$ cat src/rtl/bga_pkg.sv
package bga_pkg;
    localparam int DW      = 16;
    localparam int AW      = 5;
    localparam int BANK_W  = 2;
    localparam int IDX_W   = 5;

    localparam logic [AW-1:0] ADDR_CMD  = 5'd20;
    localparam logic [AW-1:0] ADDR_RRES = 5'd21;
    localparam logic [AW-1:0] ADDR_WVAL = 5'd23;

    localparam int BIT_RD   = 15;
    localparam int BIT_WR   = 14;
    localparam int BANK_LO  = 11;
    localparam int BIT_TM   = 10;
    localparam int RIDX_LO  = 5;
    localparam int WIDX_LO  = 0;

    localparam logic [DW-1:0] TM_ONLY = 16'h0400;

    typedef struct packed {
        logic              rd;
        logic              wr;
        logic [BANK_W-1:0] bank;
        logic              tm;
        logic [IDX_W-1:0]  ridx;
        logic [IDX_W-1:0]  widx;
    } cmd_t;

    function automatic cmd_t decode_cmd(input logic [DW-1:0] w);
        cmd_t c;
        c.rd   = w[BIT_RD];
        c.wr   = w[BIT_WR];
        c.bank = w[BANK_LO +: BANK_W];
        c.tm   = w[BIT_TM];
        c.ridx = w[RIDX_LO +: IDX_W];
        c.widx = w[WIDX_LO +: IDX_W];
        return c;
    endfunction
endpackage

$ cat src/rtl/bga_unlock.sv
module bga_unlock
    import bga_pkg::*;
(
    input  logic          clk,
    input  logic          rst_n,
    input  logic          cmd_we,
    input  logic [DW-1:0] cmd_wdata,
    input  logic          cmd_fire,
    output logic          open
);
    typedef struct packed {
        logic       open;
        logic [1:0] stage;
    } ul_t;

    ul_t q, d;
    logic [DW-1:0] expect_w;
    logic          is_zero;

    always_comb begin
        d        = q;
        is_zero  = (cmd_wdata == '0);
        expect_w = q.stage[0] ? TM_ONLY : '0;
        if (cmd_we) begin
            if (q.open) begin
                if (cmd_fire || is_zero) d.open = 1'b0;
                d.stage = is_zero ? 2'd1 : 2'd0;
            end else if (cmd_wdata == expect_w) begin
                if (q.stage == 2'd3) begin
                    d.open  = 1'b1;
                    d.stage = 2'd0;
                end else begin
                    d.stage = q.stage + 2'd1;
                end
            end else begin
                d.stage = is_zero ? 2'd1 : 2'd0;
            end
        end
    end

    always_ff @(posedge clk or negedge rst_n) begin
        if (!rst_n) q <= '0;
        else        q <= d;
    end

    assign open = q.open;
endmodule

$ cat src/rtl/bga_bank_store.sv
module bga_bank_store #(
    parameter int NUM_BANKS = 4,
    parameter int DEPTH     = 32,
    parameter int WIDTH     = 16,
    localparam int BSEL_W   = $clog2(NUM_BANKS),
    localparam int ISEL_W   = $clog2(DEPTH)
) (
    input  logic              clk,
    input  logic              rst_n,
    input  logic              we,
    input  logic [BSEL_W-1:0] wbank,
    input  logic [ISEL_W-1:0] widx,
    input  logic [WIDTH-1:0]  wdata,
    input  logic [BSEL_W-1:0] rbank,
    input  logic [ISEL_W-1:0] ridx,
    output logic [WIDTH-1:0]  rdata
);
    logic [WIDTH-1:0] bank_out [NUM_BANKS];

    for (genvar b = 0; b < NUM_BANKS; b++) begin : g_bank
        logic [WIDTH-1:0] mem_q [DEPTH];
        logic             hit;
        assign hit = we && (wbank == BSEL_W'(b));

        always_ff @(posedge clk or negedge rst_n) begin
            if (!rst_n) begin
                for (int i = 0; i < DEPTH; i++) mem_q[i] <= '0;
            end else if (hit) begin
                mem_q[widx] <= wdata;
            end
        end

        assign bank_out[b] = mem_q[ridx];
    end

    assign rdata = bank_out[rbank];
endmodule

$ cat src/rtl/bga_direct_array.sv
module bga_direct_array #(
    parameter int WIDTH = 16,
    parameter int ABITS = 5,
    localparam int DEPTH = 1 << ABITS
) (
    input  logic             clk,
    input  logic             rst_n,
    input  logic             we,
    input  logic [ABITS-1:0] waddr,
    input  logic [WIDTH-1:0] wdata,
    input  logic [ABITS-1:0] raddr,
    output logic [WIDTH-1:0] rdata
);
    logic [WIDTH-1:0] mem_q [DEPTH];

    always_ff @(posedge clk or negedge rst_n) begin
        if (!rst_n) begin
            for (int i = 0; i < DEPTH; i++) mem_q[i] <= '0;
        end else if (we) begin
            mem_q[waddr] <= wdata;
        end
    end

    assign rdata = mem_q[raddr];
endmodule

$ cat src/rtl/bank_gate_regs.sv
module bank_gate_regs
    import bga_pkg::*;
(
    input  logic          clk,
    input  logic          rst_n,
    input  logic [AW-1:0] reg_addr,
    input  logic [DW-1:0] reg_wdata,
    input  logic          reg_we,
    input  logic          reg_re,
    output logic [DW-1:0] reg_rdata
);
    localparam int NUM_BANKS = 1 << BANK_W;
    localparam int BANK_DEPTH = 1 << IDX_W;

    typedef struct packed {
        logic [DW-1:0] cmd;
        logic [DW-1:0] wval;
        logic [DW-1:0] rres;
        logic [DW-1:0] rdata;
    } st_t;

    st_t q, d;
    cmd_t          cmd;
    logic          cmd_we, cmd_fire, bank_we, arr_we, access_open;
    logic [DW-1:0] bank_rdata, arr_rdata, read_hold;

    always_comb begin
        cmd      = decode_cmd(reg_wdata);
        cmd_we   = reg_we && (reg_addr == ADDR_CMD);
        cmd_fire = cmd_we && access_open && cmd.tm && (cmd.rd ^ cmd.wr);
        bank_we  = cmd_fire && cmd.wr;
        arr_we   = reg_we && (reg_addr != ADDR_CMD) && (reg_addr != ADDR_RRES)
                   && (reg_addr != ADDR_WVAL);
    end

    always_comb begin
        d = q;
        if (cmd_we) d.cmd = reg_wdata;
        if (reg_we && reg_addr == ADDR_WVAL) d.wval = reg_wdata;
        if (cmd_fire && cmd.rd) d.rres = bank_rdata;
        if (reg_re) begin
            case (reg_addr)
                ADDR_CMD:  d.rdata = q.cmd;
                ADDR_RRES: d.rdata = q.rres;
                ADDR_WVAL: d.rdata = q.wval;
                default:   d.rdata = arr_rdata;
            endcase
        end
    end

    always_ff @(posedge clk or negedge rst_n) begin
        if (!rst_n) q <= '0;
        else        q <= d;
    end

    bga_unlock u_unlock (
        .clk       (clk),
        .rst_n     (rst_n),
        .cmd_we    (cmd_we),
        .cmd_wdata (reg_wdata),
        .cmd_fire  (cmd_fire),
        .open      (access_open)
    );

    bga_bank_store #(
        .NUM_BANKS (NUM_BANKS),
        .DEPTH     (BANK_DEPTH),
        .WIDTH     (DW)
    ) u_banks (
        .clk   (clk),
        .rst_n (rst_n),
        .we    (bank_we),
        .wbank (cmd.bank),
        .widx  (cmd.widx),
        .wdata (q.wval),
        .rbank (cmd.bank),
        .ridx  (cmd.ridx),
        .rdata (bank_rdata)
    );

    bga_direct_array #(
        .WIDTH (DW),
        .ABITS (AW)
    ) u_direct (
        .clk   (clk),
        .rst_n (rst_n),
        .we    (arr_we),
        .waddr (reg_addr),
        .wdata (reg_wdata),
        .raddr (reg_addr),
        .rdata (arr_rdata)
    );

    assign read_hold = q.rres;
    assign reg_rdata = q.rdata;
endmodule

$ cat config.mk
export PLATFORM = sky130hd
export DESIGN_NAME = bank_gate_regs
export DESIGN_NICKNAME = d
export VERILOG_FILES = /design/src/rtl/bga_pkg.sv /design/src/rtl/bga_unlock.sv /design/src/rtl/bga_bank_store.sv /design/src/rtl/bga_direct_array.sv /design/src/rtl/bank_gate_regs.sv
export SDC_FILE = /design/constraint.sdc
export NUM_CORES = 2
export LEC_CHECK = 0
export BUFFER_PORTS_ARGS = -buffer_cell sky130_fd_sc_hd__buf_4
export CORE_MARGIN = 2
export CORE_UTILIZATION = 43
export DETAILED_ROUTE_END_ITERATION = 8
export PLACE_DENSITY = 0.57
export SLEW_MARGIN = 0
export SYNTH_ARGS = -nofsm -noshare
export SYNTH_HDL_FRONTEND = slang
export SYNTH_HIERARCHICAL = 1
export SYNTH_SLANG_ARGS = --single-unit
$ cat constraint.sdc
create_clock -name clk -period 5.26 [get_ports clk]
set_input_delay 1.315 -clock clk [delete_from_list [all_inputs] [get_ports clk]]
set_output_delay 1.315 -clock clk [all_outputs]
set_load 0.005 [all_outputs]
Word-level counts from Yosys, hierarchy flattened
Cells that the tools add are included.

word-level totals
  bits in registers = 2,627
  input port bits = 25
  output and inout port bits = 16
  logic and storage cells = 244

cells by class
  add/subtract/negate cells = 1
  magnitude comparators = 6
  eq/ne operators = 11
  mux-type cells = 36
  bitwise logic cells = 5
  reductions and logical operators = 19

operators with widths
  operator                                                                       number
  512-bit bitwise mux                                                            5
  16-bit binary-select mux with 5-bit select                                     5
  16-bit 2-to-1 mux                                                              14
  16-bit demux with 5-bit select                                                 2
  16-bit case mux with 3 select lines                                            1
  16-bit binary-select mux with 2-bit select                                     1
  6-bit greater-or-equal comparator (second input constant)                      3
  5-bit NOT with 6-bit output                                                    3
  16-bit == test                                                                 1
  1-bit logical AND                                                              16
  16-bit zero test                                                               1
  5-bit == test (second input constant)                                          3
  5-bit != test (second input constant)                                          3
  6-bit by 1-bit less-than comparator with 1-bit output (second input constant)  2
  11-bit 2-to-1 mux                                                              1
  2-bit == test (second input constant)                                          3
  1-bit 2-to-1 mux                                                               4
  2-bit 2-to-1 mux                                                               2
  3-bit greater-or-equal comparator (second input constant)                      1
  3-bit 2-to-1 mux                                                               1
  2-bit NOT with 3-bit output                                                    1
  2-bit by 1-bit adder with 2-bit output (second input constant)                 1
  2-bit by 1-bit == test with 1-bit output (second input constant)               1
  2-bit zero test                                                                1
  other kinds (2)                                                                2

Depth between registers and ports, before layout
  depth in word-level cells = 8
  depth in mapped cells = 13
  mapped depth without buffers = 7

Hierarchy
The synthesis kept the hierarchy.

modules (own cells, without submodules)
  module            times used  cells an instance  area an instance (sq um)  seq. area each (sq um)
  bga_bank_store    1           5,499              92,517.5                  51,249.2
  bga_direct_array  1           1,730              23,907.9                  12,812.3
  bank_gate_regs    1           227                3,075.4                   1,601.5
  bga_unlock        1           26                 260.2                     75.1

Least setup slack after synthesis
Ideal clock, no wire load.

  path kind = input port to flip-flop
  start = input reg_addr[0]
  end = register u_banks/g_bank[0].mem_q[101] (netlist name)
  setup time = 125 ps
  arrival = 4,849 ps
  required time = 5,135 ps
  path slack = 287 ps
  cell stages on the path = 12
  buffers on the path = 6
  cells stage by stage = buf_2 or3b_4 or2_1 buf_2 buf_6 nor4_1 or3b_2 clkbuf_1 clkbuf_1 nor2_1 clkbuf_1 mux2_2

on the way
  cells in the longest elaborated chain, start to end = 7

ends and longest elaborated chain
  what                             line                  source
  start: declaration               bank_gate_regs.sv:6   input logic [AW-1:0] reg_addr,
  5-bit == test                    bank_gate_regs.sv:29  cmd_we = reg_we && (reg_addr == ADDR_CMD);
  1-bit logical AND                bank_gate_regs.sv:29
  1-bit logical AND (3 in series)  bank_gate_regs.sv:30  cmd_fire = cmd_we && access_open && cmd.tm && (cmd.rd ^ cmd.wr);
  1-bit logical AND                bank_gate_regs.sv:31  bank_we = cmd_fire && cmd.wr;
  net bank_we                      bank_gate_regs.sv:24  logic cmd_we, cmd_fire, bank_we, arr_we, access_open;
  1-bit logical AND                bga_bank_store.sv:23  assign hit = we && (wbank == BSEL_W'(b));
  end signal: indexed assignment   bga_bank_store.sv:29  mem_q[widx] <= wdata;
  end: declaration                 bga_bank_store.sv:21  logic [WIDTH-1:0] mem_q [DEPTH];

The timed path passes the listed nets, and every way through them passes these cells.
A chain may end at the register's enable or synchronous reset.

Worst setup path in the final report
  start = input reg_wdata[5]
  end = register q, in the netlist read_hold[7]

on the way
  cells in the longest elaborated chain, start to end = 7
  elaborated cells between the ends (all ways) = 16
  those cells by class = 15 x mux; 1 x bitwise

ends and longest elaborated chain
  what                                                       line                  source
  start: declaration                                         bank_gate_regs.sv:7   input logic [DW-1:0] reg_wdata,
  5-bit NOT with 6-bit output (implied by the code) (*)      bga_bank_store.sv:33  assign bank_out[b] = mem_q[ridx];
  16-bit binary-select mux with 5-bit select                 bga_bank_store.sv:33
  16-bit 2-to-1 mux (implied by the code) (2 in series)      bga_bank_store.sv:33
  16-bit binary-select mux with 2-bit select (*)             bga_bank_store.sv:36  assign rdata = bank_out[rbank];
  16-bit 2-to-1 mux (implied by the code) (*) (2 in series)  bga_bank_store.sv:36
  net bank_rdata[7]                                          bank_gate_regs.sv:25  logic [DW-1:0] bank_rdata, arr_rdata, read_hold;
  end signal: assignment                                     bank_gate_regs.sv:52  if (!rst_n) q <= '0;
  end signal: assignment                                     bank_gate_regs.sv:53  else q <= d;
  end: declaration                                           bank_gate_regs.sv:22  st_t q, d;

Mark *: on every way through the listed nets, which the timed path passes. The rest lies on a longest branch. The select of a mux whose other input is x is not followed.

==> results by group <==
Clock network
  • Number of buffers inserted during clock tree synthesis: 300
  • CTS Hold Buffers Added: 0
  • Number of buffers on the longest clock path: 4
  • Root Buffer Master: sky130_fd_sc_hd__clkbuf_16
  • Clock tree from TritonCTS: yes
  • Clock transition at the registers of the reported paths: 0.05 ns
  • Number of sinks handled by clock tree synthesis: 2627
  • Post CTS Setup Buffer Count: 0
  • Total number of H-tree levels: 5
  • Count of instances resized after the clock tree is built: 0
  • Clock Latency Late Sink: 0.88 ns

Power and ir drop
  • Static Leakage: 64.1 nW
  • Sequential share of power: 47.7%
  • Power spent charging and discharging nets: 11.4 mW
  • Cell internal power dissipation: 34.7 mW
  • Clock share of power: 44.8%
  • Proportion of power drawn by combinational gates: 7.5%
  • IR Drop Worst-Case VDD: 0.000237 V
  • Switching share of power: 24.8%
  • Ratio of total power to cell area: 342 nW/um2

Floorplanning
  • Die outline area: 283000 um2
  • Initial cell density of the core: 43.3%
  • Number of standard-cell rows in the floorplan: 193
  • Placeable Area: 277000 um2
  • Die Y-Extent: 532 um
  • I/O Pins: 41
  • Die W: 532 um

Worst setup path
  • Element type at the critical path start: input port
  • Worst reg2reg path depth: 5
  • R2r startpoint: u_banks/g_bank[3].mem_q[7]
  • Kind of capture point of the worst setup path: flip-flop
  • Highest net fanout along the worst path: 29
  • R2r endpoint: read_hold[7]
  • Critical Setup Path Class: in -> reg
  • Internal reg-to-reg setup slack: 2.43 ns
  • Worst endpoint required time: 5.98 ns
  • Endpoint arrival time on the critical path: 4.67 ns

Placement
  • DP Area: 125000 um2
  • Placer Congestion: 0.822
  • Post-DP HPWL: 200 mm
  • # port buffers: 40
  • Worst slack at placement: 0.414 ns

Logic synthesis
  • Post-synthesis async set-or-reset flop share: 100%
  • Adder-cell area share of the yosys netlist: 0.0104%
  • Post-synth design cell area: 120000 um2
  • Simple-gate area share of the yosys netlist: 1.75%
  • Warnings from Yosys: 6
  • Complex-gate fraction of the synthesized area: 1.16%
  • Number of nets produced by synthesis: 7508
  • Instance count of the mapped netlist: 7482
  • Mean cell area of the mapped netlist: 16.0 um2
  • Most common flop cell mapped by yosys: sky130_fd_sc_hd__dfrtp_1
  • Multiplexer share of the synthesized area: 39.6%
  • Number of flops mapped to enable cells by yosys: 0
  • Largest family of logic cells by synthesized area: multiplexers
  • Total of flip-flops plus latches after synthesis: 2627
  • Post-synthesis sequential area ratio: 54.9%
  • XOR/XNOR share of the synthesized area: 0.0146%
  • Yosys cell types: 59

Finish
  • Reg area: 65800 um2
  • Fraction of final layout cells sized beyond drive strength 1: 55.9%
  • Post-Layout Inst Area: 135000 um2
  • Most frequent standard cell in the layout excluding fill and tap cells: sky130_fd_sc_hd__mux2_2
  • Area of the multi-input gates: 51100 um2
  • Fillcell total: 23300
  • Total Nets Final: 7452
  • Leading cell types in the layout, fill and taps excluded: sky130_fd_sc_hd__mux2_2 (2625), sky130_fd_sc_hd__dfrtp_1 (2611), sky130_fd_sc_hd__mux4_2 (672)
  • Area growth from synthesis to final layout: 12.7%

Timing
  • Count of pins over their slew limit: 0
  • Final Hold Vio Count: 0
  • Fin crit share: 75.2%
  • Actual transition at the worst max-transition pin: 1.27 ns
  • Sum Neg Setup Slack: 0 ns
  • Clock period minus final worst setup slack: 3.95 ns
  • Total of endpoints with negative setup slack in the final report: 0
  • Setup repair after global routing missed its margin: false
  • Worst Slack Setup Final: 1.31 ns
  • Max_slew headroom: 15.2%
  • Fmax: 0.253 GHz
  • Setup clock skew after layout: 0.0710 ns
  • Post-route worst hold slack: 0.434 ns

Drt
  • Number of vias per cell: 5.89
  • Drt wl/cell: 29.8 um
  • First-pass iteration count of the detailed router: 7
  • Violation count after the first detailed-routing iteration: 5060
  • Post-detailed-route DRC marker count: 0
  • Remaining antenna violation count after routing: 0
  • Via count of the routed design: 66900
  • Total routed wirelength: 338 mm

GRT
  • Most congested layer reported by global routing: met2
  • Number of antenna violations at the first check in global routing: 18
  • Largest net degree at the start of global routing: 170
  • Gr usage total: 23.9%
  • Met1 Track Usage GR: 33.9%
  • Via count of the first global-routing pass: 71000
  • Met2 Usage GRT: 37.8%
  • First-pass GRT wire length: 502 mm
  • Residual overflow from global routing: 0
  • GRT met3 Usage: 4.16%

Run
  • Max Cap Violations: 0

Worst hold path
  • Hold WC Path Type: in -> async

Run status
  • Result of the run: complete, no violations
-- cell usage after synthesis, types with 7 or more instances --
library cell,n,area share (%)
sky130_fd_sc_hd__buf_1,37,0.12
sky130_fd_sc_hd__nand2b_1,16,0.084
sky130_fd_sc_hd__a221o_1,8,0.067
sky130_fd_sc_hd__mux2_2,2625,25
sky130_fd_sc_hd__dfrtp_1,2627,55
sky130_fd_sc_hd__a22oi_1,64,0.40
sky130_fd_sc_hd__nand4_1,16,0.084
sky130_fd_sc_hd__mux2i_1,264,2.2
sky130_fd_sc_hd__mux2_1,7,0.066
sky130_fd_sc_hd__a22o_1,32,0.23
sky130_fd_sc_hd__nor2_4,11,0.10
sky130_fd_sc_hd__mux4_2,672,13
sky130_fd_sc_hd__buf_4,37,0.23
sky130_fd_sc_hd__nor3_1,22,0.092
sky130_fd_sc_hd__buf_6,16,0.15
sky130_fd_sc_hd__o221a_2,16,0.15
sky130_fd_sc_hd__buf_2,110,0.46
sky130_fd_sc_hd__o221ai_1,8,0.059
sky130_fd_sc_hd__a21oi_1,34,0.14
sky130_fd_sc_hd__nand2_2,16,0.084
sky130_fd_sc_hd__a31oi_1,16,0.084
sky130_fd_sc_hd__nand2_1,103,0.32
sky130_fd_sc_hd__nand3_1,40,0.17
sky130_fd_sc_hd__nor2_1,93,0.29
sky130_fd_sc_hd__clkbuf_1,516,1.6
-- power by group through the flow --
stage | clock (mW) | combinational (mW) | sequential, mW
3_3_place_gp | 0 | 3.43 | 22.3
3_5_place_dp | 0 | 3.52 | 22.3
5_1_grt | 22.0 | 3.77 | 22.1
6_report | 20.6 | 3.47 | 22.0
4_1_cts | 21.2 | 3.53 | 22.0
2_1_floorplan | 0 | 2.47 | 21.7
-- cells by family (layout without fill, tap and decap cells) --
logic type,after synthesis,count (layout)
DFF,2627,2627
muxes,3568,3568
adders and majority gates,1,1
other,0,12
buffers and inverters,720,875
and+or+nand+nor,382,382
AOI/OAI and AO/OA,182,182
xor gates and xnor gates,2,2
-- layer usage --
metal / vias to the layer above / wire [um]
li1: 27800 / -
met1: 37200 / 153000
met2: 1446 / 159000
met3: 474 / 17200
met4: 2 / 9280
met5: - / 13
-- critical path, stage by stage --
cell	delay [ns]
sky130_fd_sc_hd__buf_8	0.46
sky130_fd_sc_hd__buf_12	0.29
sky130_fd_sc_hd__buf_4	0.19
sky130_fd_sc_hd__mux4_2	0.50
sky130_fd_sc_hd__mux4_2	0.59
sky130_fd_sc_hd__mux4_2	0.65
sky130_fd_sc_hd__mux2_2	0.32
sky130_fd_sc_hd__mux2_2	0.26
-- area by class of cell --
type	instances	share of cell area (%)
clock inverter	80	0.604
timing repair buffer	358	2.76
antenna	12	0.0222
multi-input combinational	4135	37.9
tap	3705	3.43
sequential	2627	48.8
clock buffer	433	6.55
inverter	4	0.0111
-- per-stage QoR --
stage                     total power, mW  utilization (%)  instances
after floorplan                      24.2                -       7482
after global placement               25.7             45.3      10800
after detailed placement             25.9             45.3      10800
after CTS                            46.7             48.8      11300
after global routing                 47.9             48.8      11300
final                                46.1             48.8      11400
-- worst max path at each step --
stage / from / to / slack (ns) / depth (start not counted)
after detailed placement: reg_wdata[5] / read_hold[14] / 0.41 / 8
after floorplan: reg_addr[0] / u_banks/g_bank[0].mem_q[101] / 0.29 / 12
after CTS: reg_wdata[5] / read_hold[7] / 1.36 / 8
after global routing: reg_wdata[5] / read_hold[12] / 1.22 / 7
after global placement: reg_wdata[5] / read_hold[4] / 0.39 / 7
final: reg_wdata[5] / read_hold[7] / 1.31 / 8
-- sequential cells by signal, summed over array words and instances, names as in the netlist --
register              cells
q                        32
read_hold                16
reg_rdata                16
u_banks/g_bank.mem_q   2048
u_direct/mem_q          512
u_unlock/open             1
u_unlock/q                2
No activity file was read; power rests on OpenSTA's default activity.
